--- src/rtl/rot_pkg.sv ---
package rot_pkg;

    localparam int NIB_W  = 4;
    localparam int BYTE_W = 2 * NIB_W;

    typedef enum logic [1:0] {
        ST_IDLE  = 2'd0,
        ST_READ  = 2'd1,
        ST_WRITE = 2'd2,
        ST_DONE  = 2'd3
    } seq_e;

    typedef enum logic {
        DIR_RIGHT = 1'b0,
        DIR_LEFT  = 1'b1
    } dir_e;

    // Bit order of this struct gives the flag byte layout.
    typedef struct packed {
        logic sgn;
        logic zer;
        logic cp5;
        logic hlf;
        logic cp3;
        logic par;
        logic sub;
        logic cry;
    } flags_t;

    typedef struct packed {
        logic [BYTE_W-1:0] acc;
        logic [BYTE_W-1:0] wbyte;
    } rot_res_t;

    function automatic flags_t make_flags(input logic [BYTE_W-1:0] a, input logic c);
        flags_t f;
        f.sgn = a[BYTE_W-1];
        f.zer = (a == '0);
        f.cp5 = a[5];
        f.hlf = 1'b0;
        f.cp3 = a[3];
        f.par = ~(^a);
        f.sub = 1'b0;
        f.cry = c;
        return f;
    endfunction

endpackage

--- src/rtl/rot_route.sv ---
module rot_route
    import rot_pkg::*;
(
    input  dir_e               dir,
    input  logic [BYTE_W-1:0]  acc,
    input  logic [BYTE_W-1:0]  mem,
    output rot_res_t           res
);
    logic [NIB_W-1:0] a_lo, a_hi, m_lo, m_hi;

    assign a_lo = acc[NIB_W-1:0];
    assign a_hi = acc[BYTE_W-1:NIB_W];
    assign m_lo = mem[NIB_W-1:0];
    assign m_hi = mem[BYTE_W-1:NIB_W];

    always_comb begin
        res.acc[BYTE_W-1:NIB_W] = a_hi;
        if (dir == DIR_LEFT) begin
            res.acc[NIB_W-1:0] = m_hi;
            res.wbyte          = {m_lo, a_lo};
        end else begin
            res.acc[NIB_W-1:0] = m_lo;
            res.wbyte          = {a_lo, m_hi};
        end
    end
endmodule

--- src/rtl/rot_flags.sv ---
module rot_flags
    import rot_pkg::*;
(
    input  logic [BYTE_W-1:0] acc,
    input  logic              carry,
    output flags_t            flags
);
    assign flags = make_flags(acc, carry);
endmodule

--- src/rtl/rot_seq.sv ---
module rot_seq
    import rot_pkg::*;
(
    input  logic clk,
    input  logic rst,
    input  logic start,
    input  logic mem_ack,
    output seq_e state,
    output logic accept,
    output logic cap_rd,
    output logic done
);
    seq_e state_n;

    assign accept = (state == ST_IDLE) && start;
    assign cap_rd = (state == ST_READ) && mem_ack;
    assign done   = (state == ST_DONE);

    always_comb begin
        state_n = state;
        case (state)
            ST_IDLE:  if (start)   state_n = ST_READ;
            ST_READ:  if (mem_ack) state_n = ST_WRITE;
            ST_WRITE: if (mem_ack) state_n = ST_DONE;
            ST_DONE:               state_n = ST_IDLE;
            default:               state_n = ST_IDLE;
        endcase
    end

    always_ff @(posedge clk) begin
        if (rst) state <= ST_IDLE;
        else     state <= state_n;
    end

    // done follows an acknowledged write
    a_r8_done_after_write: assert property (@(posedge clk) disable iff (rst)
        $rose(done) |-> $past(state == ST_WRITE && mem_ack));
    // done lasts one cycle
    a_r8_done_pulse: assert property (@(posedge clk) disable iff (rst)
        done |=> !done);
    // the write phase is only entered from the read phase
    a_r7_write_after_read: assert property (@(posedge clk) disable iff (rst)
        (state == ST_WRITE) && $changed(state) |-> $past(state == ST_READ && mem_ack));
endmodule

--- src/rtl/nibble_rot_unit.sv ---
module nibble_rot_unit
    import rot_pkg::*;
#(
    parameter int ADDR_W   = 16,
    parameter int T_STATES = 18,
    localparam int TS_W    = $clog2(T_STATES + 1)
)(
    input  logic              clk,
    input  logic              rst,
    input  logic              start,
    input  logic              dir_left,
    input  logic [7:0]        acc_in,
    input  logic [7:0]        flags_in,
    input  logic [ADDR_W-1:0] addr_in,
    output logic              mem_req,
    output logic              mem_we,
    output logic [ADDR_W-1:0] mem_addr,
    output logic [7:0]        mem_wdata,
    input  logic [7:0]        mem_rdata,
    input  logic              mem_ack,
    output logic              busy,
    output logic              done,
    output logic [7:0]        acc_out,
    output logic [7:0]        flags_out,
    output logic [TS_W-1:0]   tstates
);
    seq_e              state;
    logic              accept, cap_rd;
    dir_e              dir_q;
    logic [BYTE_W-1:0] acc_q;
    logic              carry_q;
    logic [ADDR_W-1:0] addr_q;
    rot_res_t          res_c, res_q;
    flags_t            flags_c, flags_q;

    rot_seq u_seq (
        .clk     (clk),
        .rst     (rst),
        .start   (start),
        .mem_ack (mem_ack),
        .state   (state),
        .accept  (accept),
        .cap_rd  (cap_rd),
        .done    (done)
    );

    rot_route u_route (
        .dir (dir_q),
        .acc (acc_q),
        .mem (mem_rdata),
        .res (res_c)
    );

    rot_flags u_flags (
        .acc   (res_c.acc),
        .carry (carry_q),
        .flags (flags_c)
    );

    always_ff @(posedge clk) begin
        if (rst) begin
            dir_q   <= DIR_RIGHT;
            acc_q   <= '0;
            carry_q <= 1'b0;
            addr_q  <= '0;
            res_q   <= '0;
            flags_q <= '0;
        end else begin
            if (accept) begin
                dir_q   <= dir_e'(dir_left);
                acc_q   <= acc_in;
                carry_q <= flags_in[0];
                addr_q  <= addr_in;
            end
            if (cap_rd) begin
                res_q   <= res_c;
                flags_q <= flags_c;
            end
        end
    end

    assign mem_req   = (state == ST_READ) || (state == ST_WRITE);
    assign mem_we    = (state == ST_WRITE);
    assign mem_addr  = addr_q;
    assign mem_wdata = res_q.wbyte;
    assign busy      = (state != ST_IDLE);
    assign acc_out   = res_q.acc;
    assign flags_out = flags_q;
    assign tstates   = TS_W'(T_STATES);

    // upper accumulator nibble returned unchanged
    a_r3_hi_kept: assert property (@(posedge clk) disable iff (rst)
        done |-> acc_out[7:4] == acc_q[7:4]);
    // half-carry and subtract cleared
    a_r5_hn_clear: assert property (@(posedge clk) disable iff (rst)
        done |-> (flags_out[4] == 1'b0) && (flags_out[1] == 1'b0));
    // carry passes through
    a_r6_carry_kept: assert property (@(posedge clk) disable iff (rst)
        done |-> flags_out[0] == carry_q);
    // address held across a request
    a_r7_addr_held: assert property (@(posedge clk) disable iff (rst)
        mem_req && $past(mem_req) |-> $stable(mem_addr));
    // a start while busy changes nothing sampled
    a_r9_start_ignored: assert property (@(posedge clk) disable iff (rst)
        busy && start |=> $stable(acc_q) && $stable(dir_q) && $stable(addr_q));
endmodule

--- config.mk ---
export PLATFORM = sky130hd
export DESIGN_NAME = nibble_rot_unit
export DESIGN_NICKNAME = d
export VERILOG_FILES = /design/src/rtl/rot_pkg.sv /design/src/rtl/rot_route.sv /design/src/rtl/rot_flags.sv /design/src/rtl/rot_seq.sv /design/src/rtl/nibble_rot_unit.sv
export SDC_FILE = /design/constraint.sdc
export NUM_CORES = 1
export LEC_CHECK = 0
export ABC_AREA = 1
export CELL_PAD_IN_SITES_DETAIL_PLACEMENT = 0
export CELL_PAD_IN_SITES_GLOBAL_PLACEMENT = 1
export CORE_MARGIN = 2
export CORE_UTILIZATION = 46
export CTS_BUF_LIST = sky130_fd_sc_hd__clkbuf_16
export DETAILED_ROUTE_END_ITERATION = 16
export DONT_BUFFER_PORTS = 1
export PLACE_DENSITY_LB_ADDON = 0.1
export SLEW_MARGIN = 5
export SYNTH_ARGS = -nofsm -noshare
export SYNTH_HDL_FRONTEND = slang
export SYNTH_SLANG_ARGS = --single-unit
--- constraint.sdc ---
create_clock -name clk -period 2.3 [get_ports clk]
set_input_delay 0.115 -clock clk [delete_from_list [all_inputs] [get_ports clk]]
set_output_delay 0.115 -clock clk [all_outputs]
set_load 0.005 [all_outputs]
==> parameters.txt <==
Parameter                              Value

Clocking
  Number of setup buffers added after CTS ... 0
  Clock sink count ... 47
  H-tree levels ... 2
  CTS tree ... done
  # resized after CTS ... 0
  CTS clock-pin slew for the worst setup and hold paths ... 0.06 ns
  Number of buffers between clock root and the deepest sink ... 2
  Clock buffer count from CTS ... 5
  Later-pin clock latency in the skew report ... 0.28 ns
  Root buffer selected by CTS ... clkbuf_16

Setup path
  Worst Setup End Kind ... flip-flop
  Endpoint arrival time on the critical path ... 2.00 ns
  Nature of the critical path startpoint ... flip-flop
  Largest delay contributor family on the critical path ... flip-flops
  Worst setup endpoint ... flags_out[2]
  Source of the worst register-to-register timing path ... dir_q
  Cell breakdown of the critical path ... mux2i_1 > ha_1 > nand2_1 > nand2_1 > nand2_1 > nand3_1 > nand2_1 > inv_1
  First element of the critical path ... dir_q
  Stages on the worst setup path ... 8
  Required time reported for the critical path endpoint ... 2.48 ns
  Crit-path most repeated cell ... nand2_1
  CP max stage cell ... dfxtp_1
  Biggest fanout along the worst timing path ... 13
  Setup CP Type ... flip-flop to flip-flop
  Buf+Inv Stages, Crit Path ... 1
  Critical Path Max Stage Delay ... 0.64 ns
  Worst R2R Path Depth ... 8
  Slack of the worst reg-to-reg path ... 0.48 ns
  Reg-to-reg critical path endpoint ... flags_out[2]

Global routing
  GR Layer Usage met3 ... 0.0897
  Fraction of met1 tracks used by global routing ... 0.213
  Top Usage Layer GRT ... met2
  Via count of the first global-routing pass ... 1517
  GRT Util Overall ... 0.178
  Pin count of the biggest net entering global routing ... 38
  Number of antenna violations at the first check in global routing ... 0
  Wire length of the first global-routing pass ... 7.17 mm
  M2 GR Usage ... 0.283
  Global route total overflow ... 0

Layout
  Area growth from synthesis to final layout ... 8.74%
  Most frequent cells in the layout ... nor2_1 (48), dfxtp_1 (47), nand2_1 (36), o21ai_0 (36), inv_1 (22)
  Area of combinational cells with multiple inputs ... 897 µm²
  Post-route cell area ... 0.00224 mm²
  Fillers ... 445
  Most common library cell in the layout ignoring fill and taps ... nor2_1
  Nets ... 321
  ANT cells ... 0
  Final design utilization ... 0.518
  Cell Count, Final, Fillers Out ... 320
  Fraction of layout cells with a size suffix above 1 ... 0.0522
  Register area ... 941 µm²

STA
  Final Max Slew Viols ... 0
  Minimum setup slack in the final design ... 0.483 ns
  Tightest hold margin ... 0.00295 ns
  Final Hold Violating Endpoints ... 0
  RSZ-0062 raised after global routing ... false
  Maximum frequency from static timing analysis ... 550 MHz
  Share of the clock period used by the worst path after layout ... 0.790
  Final setup vio count ... 0
  Setup skew after layout ... 0.00569 ns
  Setup tns final ... 0 ns
  Crit path time final ... 1.82 ns
  Slew @ Worst Pin ... 0.660 ns
  Worst rel slew slack ... 0.559

Logic synthesis
  Mean cell area of the mapped netlist ... 7.72 µm²
  Synthesized netlist cell count ... 267
  Synth Register Bits ... 47
  Cell type contributing the most total cell area after synthesis ... dfxtp_1
  Cell types occupying the most area after synthesis ... dfxtp_1 (46%), o21ai_0 (8.7%), nor2_1 (8.7%)
  Sequential share of the synthesized area ... 0.457
  Number of warning messages in the yosys log ... 0
  Post-synthesis cell type count ... 20
  Area of the mapped netlist ... 0.00206 mm²
  Yosys top cell area share ... 0.457

Routing
  Detail Route Antenna Nets ... 0
  Initial DRT Pass Iterations ... 6
  Vias per Instance ... 5.02
  Wire length per cell ... 13.7 µm
  Routed WL ... 4.40 mm
  Via count ... 1605
  Post-route DRC violation count ... 0
  Starting DRC count in detailed routing ... 103

Floorplanning
  Horizontal extent of the die ... 70.9 µm
  Die boundary height ... 70.9 µm
  Number of I/O pins ... 94
  Initial cell density of the core ... 0.477
  Site Rows ... 24
  Core outline area ... 0.00432 mm²
  Area of the die ... 0.00503 mm²

Placement
  Port Buf Inserts ... 0
  Gp weighted congestion ... 0.726
  Placed Cells ... 304
  Minimum setup slack after placement ... 0.512 ns
  Final HPWL DP ... 2.97 mm
  Placed standard-cell area ... 0.00202 mm²

Status
  Outcome ... finished clean

Pwr
  Leakage Power ... 1.00 nW
  Total power ... 2.83 mW
  Power density of the placed cells ... 1260 mW/mm²
  Worst vdd ir ... 475 µV

Worst hold path
  Type of the worst min-delay path ... input pin to flip-flop

Job
  Max-cap violations ... 0
==> power breakdown <==
group | total (mW) | internal (mW) | switching, mW | leakage [nW]
registers | 1.26 | 1.06 | 0.196 | 0.387
clock network | 0.698 | 0.401 | 0.298 | 0.0674
logic | 0.876 | 0.322 | 0.555 | 0.547
==> cells by family (layout without fill, tap and decap cells) <==
kind of cell    after synthesis  after routing  synth area share
compound gates               61             61             0.163
fa+ha+maj                     9              9            0.0546
buf+inv                      47             43             0.117
flops                        47             47             0.457
mux                           4              4            0.0194
other cells                   2              7           0.00364
simple gates                 97             97             0.186
==> synth_stat cells <==
cell type  number
nor2_1         48
dfxtp_1        47
nand2_1        36
o21ai_0        36
inv_1          22
a21oi_1        14
buf_4          13
nand3_1        11
ha_1            9
o211ai_1        8
buf_2           7
mux2i_1         4
a21oi_2         2
clkbuf_1        2
conb_1          2
inv_2           2
buf_6           1
nand4_1         1
o21bai_1        1
or2_1           1
==> sequential cells by signal, indices dropped and copies added, names as in the netlist <==
| signal | cells |
|---|---|
| mem_addr | 16 |
| acc_out | 8 |
| acc_q | 8 |
| mem_wdata | 8 |
| flags_out | 3 |
| u_seq.state | 2 |
| carry_q | 1 |
| dir_q | 1 |
==> final cells by class <==
type	count	area share
sequential	47	0.420
inverter	24	0.0402
tap	52	0.0290
clock inverter	3	0.00893
timing repair buffer	11	0.0458
clock buffer	5	0.0558
multi-input combinational	178	0.400
==> worst min path at each step <==
stage	depth (start not counted)	start	end	slack (ns)
2_1_floorplan	1	rst	u_seq.state[1]	0.18
3_3_place_gp	1	rst	u_seq.state[1]	0.18
3_5_place_dp	1	rst	u_seq.state[1]	0.20
4_1_cts	2	acc_in[2]	acc_q[2]	0.0008
5_1_grt	2	addr_in[4]	mem_addr[4]	0.007
6_report	2	addr_in[12]	mem_addr[12]	0.003
==> per-layer routing <==
| layer | wire length (µm) | share of wire |
|---|---|---|
| met1 | 1900 | 0.43 |
| met2 | 2050 | 0.47 |
| met3 | 421 | 0.096 |
| met4 | 27 | 0.0061 |
| met5 | 0 | 0 |
==> timing repair <==
| action | 4_1_cts | 5_1_grt |
|---|---|---|
| setup endpoints to repair | 0 | 0 |
| hold buffers | 7 | 1 |
| endpoints found under the hold margin | 8 | 1 |
Note: power is estimated with default switching activity, not from simulation.
